==> src/rtl/intc_pkg.sv <==
package intc_pkg;

  // Register window byte offsets
  localparam logic [11:0] OFS_EN_SET   = 12'h100;
  localparam logic [11:0] OFS_EN_CLR   = 12'h180;
  localparam logic [11:0] OFS_PEND_SET = 12'h200;
  localparam logic [11:0] OFS_PEND_CLR = 12'h280;
  localparam logic [11:0] OFS_PRIO     = 12'h400;

  typedef enum logic [1:0] {
    RD_NONE,
    RD_EN,
    RD_PEND,
    RD_PRIO
  } rdSel_e;

  // Strobes from decode to datapath
  typedef struct packed {
    logic       setEn;
    logic       clrEn;
    logic       setPend;
    logic       clrPend;
    logic       prioWr;
    logic [3:0] prioWord;
    rdSel_e     rdSel;
    logic [3:0] rdWord;
  } strobes_t;

endpackage

==> src/rtl/intc_ctrl.sv <==
module intc_ctrl
  import intc_pkg::*;
#(
  parameter int ADDR_W    = 12,
  parameter int NUM_WORDS = 4
) (
  input  logic              busWr,
  input  logic [ADDR_W-1:0] busAddr,
  output strobes_t          strb
);

  always_comb begin
    strb       = '0;
    strb.rdSel = RD_NONE;
    if (busAddr == ADDR_W'(OFS_EN_SET)) begin
      strb.rdSel = RD_EN;
      strb.setEn = busWr;
    end else if (busAddr == ADDR_W'(OFS_EN_CLR)) begin
      strb.rdSel = RD_EN;
      strb.clrEn = busWr;
    end else if (busAddr == ADDR_W'(OFS_PEND_SET)) begin
      strb.rdSel   = RD_PEND;
      strb.setPend = busWr;
    end else if (busAddr == ADDR_W'(OFS_PEND_CLR)) begin
      strb.rdSel   = RD_PEND;
      strb.clrPend = busWr;
    end
    for (int w = 0; w < NUM_WORDS; w++) begin
      if (busAddr == ADDR_W'(OFS_PRIO) + ADDR_W'(4 * w)) begin
        strb.rdSel    = RD_PRIO;
        strb.rdWord   = 4'(w);
        strb.prioWr   = busWr;
        strb.prioWord = 4'(w);
      end
    end
  end

endmodule

==> src/rtl/intc_arbiter.sv <==
module intc_arbiter #(
  parameter int NUM_LINES = 16,
  parameter int PRIO_BITS = 2,
  parameter int IDX_W     = $clog2(NUM_LINES)
) (
  input  logic [NUM_LINES-1:0]           active,
  input  logic [NUM_LINES*PRIO_BITS-1:0] prioFlat,
  output logic                           found,
  output logic [IDX_W-1:0]               idx
);

  logic [PRIO_BITS-1:0] best;

  // Strict less-than keeps the lower line on a tie
  always_comb begin
    found = 1'b0;
    idx   = '0;
    best  = '1;
    for (int i = 0; i < NUM_LINES; i++) begin
      if (active[i] && (!found || prioFlat[i*PRIO_BITS +: PRIO_BITS] < best)) begin
        found = 1'b1;
        idx   = IDX_W'(i);
        best  = prioFlat[i*PRIO_BITS +: PRIO_BITS];
      end
    end
  end

endmodule

==> src/rtl/intc_datapath.sv <==
module intc_datapath
  import intc_pkg::*;
#(
  parameter int NUM_LINES = 16,
  parameter int PRIO_BITS = 2,
  parameter int DATA_W    = 32,
  parameter int IDX_W     = $clog2(NUM_LINES)
) (
  input  logic                 clk,
  input  logic                 rstN,
  input  strobes_t             strb,
  input  logic [DATA_W-1:0]    wrData,
  input  logic [NUM_LINES-1:0] irqLines,
  input  logic                 intAck,
  output logic [DATA_W-1:0]    rdData,
  output logic                 winValid,
  output logic [IDX_W-1:0]     winIdx,
  output logic [NUM_LINES-1:0] enQ,
  output logic [NUM_LINES-1:0] pendQ
);

  localparam int LANE_W   = 8;
  localparam int LANES    = DATA_W / LANE_W;
  localparam int LANE_OFS = LANE_W - PRIO_BITS;

  logic [NUM_LINES-1:0]           irqPrev;
  logic [NUM_LINES-1:0]           rise;
  logic [NUM_LINES-1:0]           enD;
  logic [NUM_LINES-1:0]           pendD;
  logic [NUM_LINES-1:0]           ackMask;
  logic [NUM_LINES-1:0]           wrBits;
  logic [PRIO_BITS-1:0]           prioQ [NUM_LINES];
  logic [NUM_LINES*PRIO_BITS-1:0] prioFlat;
  logic                           unusedWr;

  assign wrBits   = wrData[NUM_LINES-1:0];
  assign unusedWr = ^wrData;
  assign rise     = irqLines & ~irqPrev;
  assign ackMask  = (intAck && winValid) ? (NUM_LINES'(1) << winIdx) : '0;

  always_comb begin
    enD = enQ;
    if (strb.setEn) enD = enD | wrBits;
    if (strb.clrEn) enD = enD & ~wrBits;
  end

  // Precedence, lowest to highest: ack, software clear, software set, hardware edge
  always_comb begin
    pendD = pendQ & ~ackMask;
    if (strb.clrPend) pendD = pendD & ~wrBits;
    if (strb.setPend) pendD = pendD | wrBits;
    pendD = pendD | rise;
  end

  always_ff @(posedge clk or negedge rstN) begin
    if (!rstN) begin
      irqPrev <= '0;
      enQ     <= '0;
      pendQ   <= '0;
    end else begin
      irqPrev <= irqLines;
      enQ     <= enD;
      pendQ   <= pendD;
    end
  end

  for (genvar g = 0; g < NUM_LINES; g++) begin : gPrio
    localparam int WORD = g / LANES;
    localparam int POS  = (g % LANES) * LANE_W + LANE_OFS;
    always_ff @(posedge clk or negedge rstN) begin
      if (!rstN) begin
        prioQ[g] <= '0;
      end else if (strb.prioWr && strb.prioWord == 4'(WORD)) begin
        prioQ[g] <= wrData[POS +: PRIO_BITS];
      end
    end
    assign prioFlat[g*PRIO_BITS +: PRIO_BITS] = prioQ[g];
  end

  always_comb begin
    rdData = '0;
    case (strb.rdSel)
      RD_EN:   rdData[NUM_LINES-1:0] = enQ;
      RD_PEND: rdData[NUM_LINES-1:0] = pendQ;
      RD_PRIO: begin
        for (int l = 0; l < NUM_LINES; l++) begin
          if (l / LANES == int'(strb.rdWord)) begin
            rdData[(l % LANES)*LANE_W + LANE_OFS +: PRIO_BITS] = prioQ[l];
          end
        end
      end
      default: rdData = '0;
    endcase
  end

  intc_arbiter #(
    .NUM_LINES(NUM_LINES),
    .PRIO_BITS(PRIO_BITS),
    .IDX_W    (IDX_W)
  ) uArb (
    .active  (pendQ & enQ),
    .prioFlat(prioFlat),
    .found   (winValid),
    .idx     (winIdx)
  );

endmodule

==> src/rtl/intc_top.sv <==
module intc_top
  import intc_pkg::*;
#(
  parameter int NUM_LINES = 16,
  parameter int PRIO_BITS = 2,
  parameter int ADDR_W    = 12,
  parameter int DATA_W    = 32,
  parameter int VEC_BASE  = 16,
  parameter int IDX_W     = $clog2(NUM_LINES),
  parameter int VEC_W     = $clog2(VEC_BASE + NUM_LINES)
) (
  input  logic                 clk,
  input  logic                 rstN,
  input  logic                 busWr,
  input  logic [ADDR_W-1:0]    busAddr,
  input  logic [DATA_W-1:0]    busWdata,
  output logic [DATA_W-1:0]    busRdata,
  input  logic [NUM_LINES-1:0] irqLines,
  input  logic                 intAck,
  output logic                 intValid,
  output logic [VEC_W-1:0]     intVector
);

  localparam int NUM_WORDS = (NUM_LINES + (DATA_W / 8) - 1) / (DATA_W / 8);

  strobes_t             strb;
  logic                 winValid;
  logic [IDX_W-1:0]     winIdx;
  logic [NUM_LINES-1:0] enVec;
  logic [NUM_LINES-1:0] pendVec;

  intc_ctrl #(
    .ADDR_W   (ADDR_W),
    .NUM_WORDS(NUM_WORDS)
  ) uCtrl (
    .busWr  (busWr),
    .busAddr(busAddr),
    .strb   (strb)
  );

  intc_datapath #(
    .NUM_LINES(NUM_LINES),
    .PRIO_BITS(PRIO_BITS),
    .DATA_W   (DATA_W),
    .IDX_W    (IDX_W)
  ) uDp (
    .clk     (clk),
    .rstN    (rstN),
    .strb    (strb),
    .wrData  (busWdata),
    .irqLines(irqLines),
    .intAck  (intAck),
    .rdData  (busRdata),
    .winValid(winValid),
    .winIdx  (winIdx),
    .enQ     (enVec),
    .pendQ   (pendVec)
  );

  assign intValid  = winValid;
  assign intVector = winValid ? VEC_W'(VEC_BASE) + VEC_W'(winIdx) : '0;

endmodule

==> config.mk <==
export PLATFORM = sky130hd
export DESIGN_NAME = intc_top
export DESIGN_NICKNAME = d
export VERILOG_FILES = /design/src/rtl/intc_pkg.sv /design/src/rtl/intc_ctrl.sv /design/src/rtl/intc_arbiter.sv /design/src/rtl/intc_datapath.sv /design/src/rtl/intc_top.sv
export SDC_FILE = /design/constraint.sdc
export NUM_CORES = 1
export LEC_CHECK = 0
export BUFFER_PORTS_ARGS = -buffer_cell sky130_fd_sc_hd__buf_2
export CORE_ASPECT_RATIO = 0.7
export CORE_UTILIZATION = 45
export DETAILED_ROUTE_END_ITERATION = 7
export HOLD_SLACK_MARGIN = 0.06
export PLACE_DENSITY = 0.68
export SETUP_SLACK_MARGIN = 0.3
export SLEW_MARGIN = 10
export SYNTH_ARGS = -nofsm -noshare
export SYNTH_HDL_FRONTEND = slang
export SYNTH_SLANG_ARGS = --single-unit
==> constraint.sdc <==
create_clock -name clk -period 13.3 [get_ports clk]
set_input_delay 0.665 -clock clk [delete_from_list [all_inputs] [get_ports clk]]
set_output_delay 0.665 -clock clk [all_outputs]
set_load 0.05 [all_outputs]
# After elaboration in Yosys (flattened, before gate mapping)
# Cells that the tools add are included.
totals:
  regBits: 80
  inputBits: 64
  out_inout_bits: 38
classes:
  order_cmp: 15
  n_bitwise: 11
  eq_ne: 17
  shifts: 1
  reduce_logical: 52
  n_addsub: 1
  n_mux: 89
ops:
  columns: ["op", "count"]
  rows:
  - ["AND 16 bit", 5]
  - ["two-way mux 16 bit", 5]
  - ["two-way mux 2 bit", 38]
  - ["two-way mux 4 bit", 14]
  - ["== test 12 x 11 -> 1 bit, second input constant", 4]
  - ["inverter 16 bit", 3]
  - ["OR 16 bit", 3]
  - ["two-way mux 11 bit", 4]
  - ["< comparator 2 bit", 15]
  - ["== test 12 x 10 -> 1 bit, second input constant", 2]
  - ["== test 12 x 9 -> 1 bit, second input constant", 2]
  - ["case mux 6 bit (2 select lines)", 2]
  - ["two-way mux 1 bit", 22]
  - ["logical AND 1 bit", 20]
  - ["left shift 1 x 4 -> 16 bit, first input constant", 1]
  - ["logical NOT 1 bit", 15]
  - ["logical OR 1 bit", 15]
  - ["case mux 2 bit (3 select lines)", 2]
  - ["== test 3 x 4 -> 1 bit, first input constant", 2]
  - ["== test 4 x 2 -> 1 bit, second input constant", 2]
  - ["logical NOT 4 bit", 2]
  - ["adder 5 x 4 -> 5 bit, first input constant", 1]
  - ["two-way mux 5 bit", 1]
  - ["== test 2 bit, second input constant", 2]
  - ["other kinds (4)", 4]

# Depth between registers and ports, before layout
depth:
  depth_word: 71
  depth_mapped: 26
  ltp_nobuf: 24

# By module
# A second synthesis with hierarchy kept.
unflattened:
  hier_cells: 644
  area_unflattened_um2: 5738.0
by_module_without_submodules:
  columns: ["module", "instances", "cells_each", "seq_area_each_um2", "area_each_um2"]
  rows:
  - ["intc_datapath", 1, 354, 2001.9, 3886.2]
  - ["intc_arbiter", 1, 253, 0.0, 1611.5]
  - ["intc_ctrl", 1, 32, 0.0, 207.7]
  - ["intc_top", 1, 5, 0.0, 32.5]

# Worst setup path after synthesis
# OpenSTA, ideal clock, no wires.
synth_timing:
  path_kind: "flip-flop to output port"
  startpoint: "register uDp.pendQ[2]"
  endpoint: "output intVector[2]"
  n_path_buf: 0
  setup_slack_ns: 6.939
  arrival_time_ns: 5.696
  required_time_ns: 12.635
  stages_incl_launch_ff: 23
  cell_sequence: "dfrtp_1 a222oi_1 nand3_1 a2111o_1 a221o_1 nand2_2 o211ai_4 or4_1 a22o_1 nand2_1 mux2i_1 ha_1 o21ai_0 a32oi_1 o41ai_4 o21a_1 ha_1 a2111o_1 inv_1 a21oi_1 o21ai_1 nor3_1 o21ai_0"
synth_via:
  elab_chain_cells: 57
  elab_cells_between_ends: 97
  classes_between: "add/sub (1); order compare (13); mux (42); bitwise (1); reduce/logical (40)"
synth_lines:
  columns: ["element", "line_no", "text"]
  rows:
  - ["start: declaration", "intc_datapath.sv:19", "output logic [NUM_LINES-1:0] pendQ"]
  - ["start signal: assignment", "intc_datapath.sv:63", "pendQ <= pendD;"]
  - ["AND 16 bit (*)", "intc_datapath.sv:101", ".active (pendQ & enQ),"]
  - ["logical AND 1 bit (*)", "intc_arbiter.sv:20", "if (active[i] && (!found || prioFlat[i*PRIO_BITS +: PRIO_BITS] < best)) begin"]
  - ["two-way mux 2 bit or two-way mux 1 bit (tied branches)", "intc_arbiter.sv:20", null]
  - ["< comparator 2 bit or logical NOT 1 bit (tied branches)", "intc_arbiter.sv:20", null]
  - ["logical OR 1 bit", "intc_arbiter.sv:20", null]
  - ["logical AND 1 bit", "intc_arbiter.sv:20", null]
  - ["two-way mux 2 bit or two-way mux 1 bit (tied branches)", "intc_arbiter.sv:20", null]
  - ["< comparator 2 bit or logical NOT 1 bit (tied branches)", "intc_arbiter.sv:20", null]
  - ["(+41 left out)", null, null]
  - ["logical AND 1 bit", "intc_arbiter.sv:20", null]
  - ["two-way mux 2 bit or two-way mux 1 bit (tied branches)", "intc_arbiter.sv:20", null]
  - ["< comparator 2 bit or logical NOT 1 bit (tied branches)", "intc_arbiter.sv:20", null]
  - ["logical OR 1 bit", "intc_arbiter.sv:20", null]
  - ["logical AND 1 bit", "intc_arbiter.sv:20", null]
  - ["two-way mux 4 bit", "intc_arbiter.sv:20", null]
  - ["adder 5 x 4 -> 5 bit", "intc_top.sv:61", "assign intVector = winValid ? VEC_W'(VEC_BASE) + VEC_W'(winIdx) : '0;"]
  - ["two-way mux 5 bit (*)", "intc_top.sv:61", null]
  - ["end: declaration", "intc_top.sv:21", "output logic [VEC_W-1:0] intVector"]
# Every way passes the cells marked *; elsewhere a longest branch is shown, timed or not.

# Worst setup path in the final report
# Ends and elaborated chain as after synthesis.

==> impl_metrics.ini <==
[global_route]
grt_pass1_wl_um = 29100
grt-ovfl-total = 0
grt_antenna_before_repair = 0
grt_usage = 0.3000
grt_pass1_vias = 5294
grt_max_degree = 81

[cts]
post_cts_resized = 0
cts_root_buffer = clkbuf_16
cts_max_level = 3
clk_latency_ps = 350
post-cts-setup-buffer-count = 0
cts_buffer_depth = 2
clock_sinks = 80
cts_buffers = 9
cts-hold-fix-buffers = 0
cts_tree = yes
clk_pin_slew_ps = 70

[timing]
fin_crit_sh = 0.6059
relSlewSlack = 0.2179
holdWs_ps = 424.9
fin_skew_ps = 14.74
final-hold-violation-count = 0
drv_slew = 0
max_freq_mhz = 124.1
setup_viol_count_final = 0
worstMarginPinSlew_ps = 1144
tns_ps = 0
fin_crit_ps = 8059
setup_ws_ps = 5241
grt_setup_unrepaired = no

[critical_path]
crit_path_max_incr_delay_ps = 1050
arrival_ps = 7390
worst-setup-path-type = flop to output port
cp.required_ps = 12640
path_cells = a222oi_1, nand4_1, a2111oi_0, o41ai_1, a41o_1, o211ai_4, or4_1, a22o_1, nand2_1, mux2i_1, ha_1, o21ai_0, a32oi_1, o41ai_4, o21a_1, ha_1, a2111o_1, o21ai_1, nor3_1, o21ai_0, buf_2
reg2reg_depth = 24
crit_slowest_cell = a2111oi_0
cp.buffers_inverters = 1
end_kind = output port
cp.depth = 21
critPathTopFamily = compound AO/OA/AOI/OAI gates
cp-start-kind = flop
crit_fanout = 8

[routing]
vias_per_cell = 6.506
wl_per_cell_um = 21.33
detail-route-antenna-nets = 0
drt_iter0_drc = 507
first_pass_iters = 5
drc = 0
totalWireLength_um = 19010
vias = 5797

[layout]
fillers = 1185
final_common_cell = nand2_1
nets = 794
final_cell_mix = 82 x nand2_1, 80 x dfrtp_1, 76 x buf_2
area_delta_synth_final_pct = 13.60
final_cells = 891
layout-drive-gt1-share = 0.2140
n_antenna_cell = 0

[pwr]
power_frac_seq = 0.413
p_clk_frac = 0.469
p_sw_frac = 0.2749
p_leak_nw = 2.948
cellPowerDensity_mw_per_mm2 = 93.24
combPwrFrac = 0.117
vdd_drop_max_uv = 61.33
switchingPower_mw = 0.1669
p_int_mw = 0.4401

[yosys]
syn-instance-count = 663
synth-async-reset-ratio = 1.000
avgSynthCellArea_um2 = 8.643
synth_ff_type = dfrtp_1
seq_area_frac_synth = 0.3493
yosysUniqueCellTypes = 86
ys_warn_count = 0
synth-seq-cells = 80
syn-cell-area_mm2 = 0.005730
synth-edff-count = 0

[placement]
portBuffers = 77
hpwl_um = 14430
gp_congestion = 0.8948
dp.cells = 875
place_ws_ps = 5942

[die]
fp.dieW_um = 136.9
fp.dieH_um = 96.42
pin_count = 102
initial_core_util = 0.4613
die-area_mm2 = 0.01320
rows = 34
coreArea_mm2 = 0.01242

[hold_path]
whs_path_depth = 1
hp-class = primary input to flop

[job]
drv_cap = 0

[status]
status = complete, no violations
[kinds of logic after synthesis]
kind of cell	after synthesis	synth area share
adders and majority gates	6	0.01310
DFF	80	0.3493
AOI/OAI and AO/OA	230	0.2900
muxes	37	0.07096
and+or+nand+nor	252	0.2266
other	1	0.0006544
buffers and inverters	57	0.04934
[synthesized netlist by cell type, types with 4 or more instances]
library cell,number,share of area
buf_4,13,0.017
nand3_1,19,0.017
inv_1,15,0.0098
o211a_1,4,0.0070
a31oi_1,23,0.025
and3_1,5,0.0055
a211oi_1,5,0.0066
a21boi_0,9,0.012
nand2b_1,8,0.0087
a21oi_1,53,0.046
nand3b_1,9,0.012
clkbuf_1,24,0.016
mux2i_1,8,0.014
and2_1,6,0.0066
a221o_1,5,0.0087
dfrtp_1,80,0.35
a221oi_1,4,0.0061
a2111oi_0,4,0.0061
nor4_1,5,0.0055
nor2_1,43,0.028
a22oi_1,17,0.022
nor2b_1,14,0.015
o31ai_1,5,0.0066
o221a_2,4,0.0079
nand4_1,11,0.012
mux2_2,29,0.057
ha_1,6,0.013
nand2_1,82,0.054
or4_1,5,0.0066
a21o_1,4,0.0052
o21ai_0,35,0.031
nor3_1,20,0.017
[area by class of cell]
class / count / area (µm²) / area share
Clock inverter: 6 / 97.59 / 0.01499
Timing Repair Buffer: 81 / 417.9 / 0.06419
Multi-Input combinational cell: 537 / 3495 / 0.5368
Clock buffer: 10 / 239.0 / 0.03671
Sequential cell: 80 / 2002 / 0.3075
Tap cell: 162 / 202.7 / 0.03114
Inverter: 15 / 56.30 / 0.008649
[metrics by stage]
stage	power [mW]	utilization	instance area, µm²
after floorplan	0.3004	-	5772
after detailed placement	0.3255	0.4970	6173
final	0.6070	0.5241	6510
after global placement	0.3237	0.4970	6173
after global routing	0.6258	0.5241	6510
after CTS	0.6099	0.5241	6510
[worst reg2reg max path: stages (launching register included)]
cell       delay [ps]
dfrtp_1           460
a222oi_1          730
nand4_1           190
a2111oi_0        1050
o41ai_1           180
a41o_1            310
o211ai_4          160
or4_1             200
a22o_1            190
nand2_1           170
mux2i_1           360
ha_1              350
o21ai_0           150
a32oi_1           290
o41ai_4           220
nand2_1           120
o21a_1            130
ha_1              170
a2111o_1          160
inv_1              40
a21oi_1           120
o21ai_1           250
or3_4             460
nor3b_4           390
a41oi_1           180
[per-layer routing]
layer	up-vias	wire (µm)	global-route usage
met4	0	184	0.06868
met3	24	2146	0.07877
li1	2649	-	-
met1	2772	8962	0.4471
met5	-	0	0
met2	352	7715	0.4289
[power by group through the flow]
stage | combinational (mW) | clock, mW | sequential [mW]
floorplan | 0.0464 | 0 | 0.254
global placement | 0.0687 | 0 | 0.255
detailed placement | 0.0702 | 0 | 0.255
CTS | 0.0704 | 0.289 | 0.251
global route | 0.0773 | 0.297 | 0.251
finish | 0.0712 | 0.285 | 0.251
[path summary, 6_finish.rpt]
check / from / to / slack [ps]
min: irqLines[8] / uDp.irqPrev[8] / 420
max reg2reg: uDp.pendQ[2] / uDp.pendQ[9] / 6100
min in group asynchronous: rstN / uDp.prioFlat[4] / 480
max in group asynchronous: rstN / uDp.prioFlat[1] / 12110
max: uDp.pendQ[2] / intVector[2] / 5240
min reg2reg: flop / flop / 520
No activity file was read; power rests on OpenSTA's default activity.
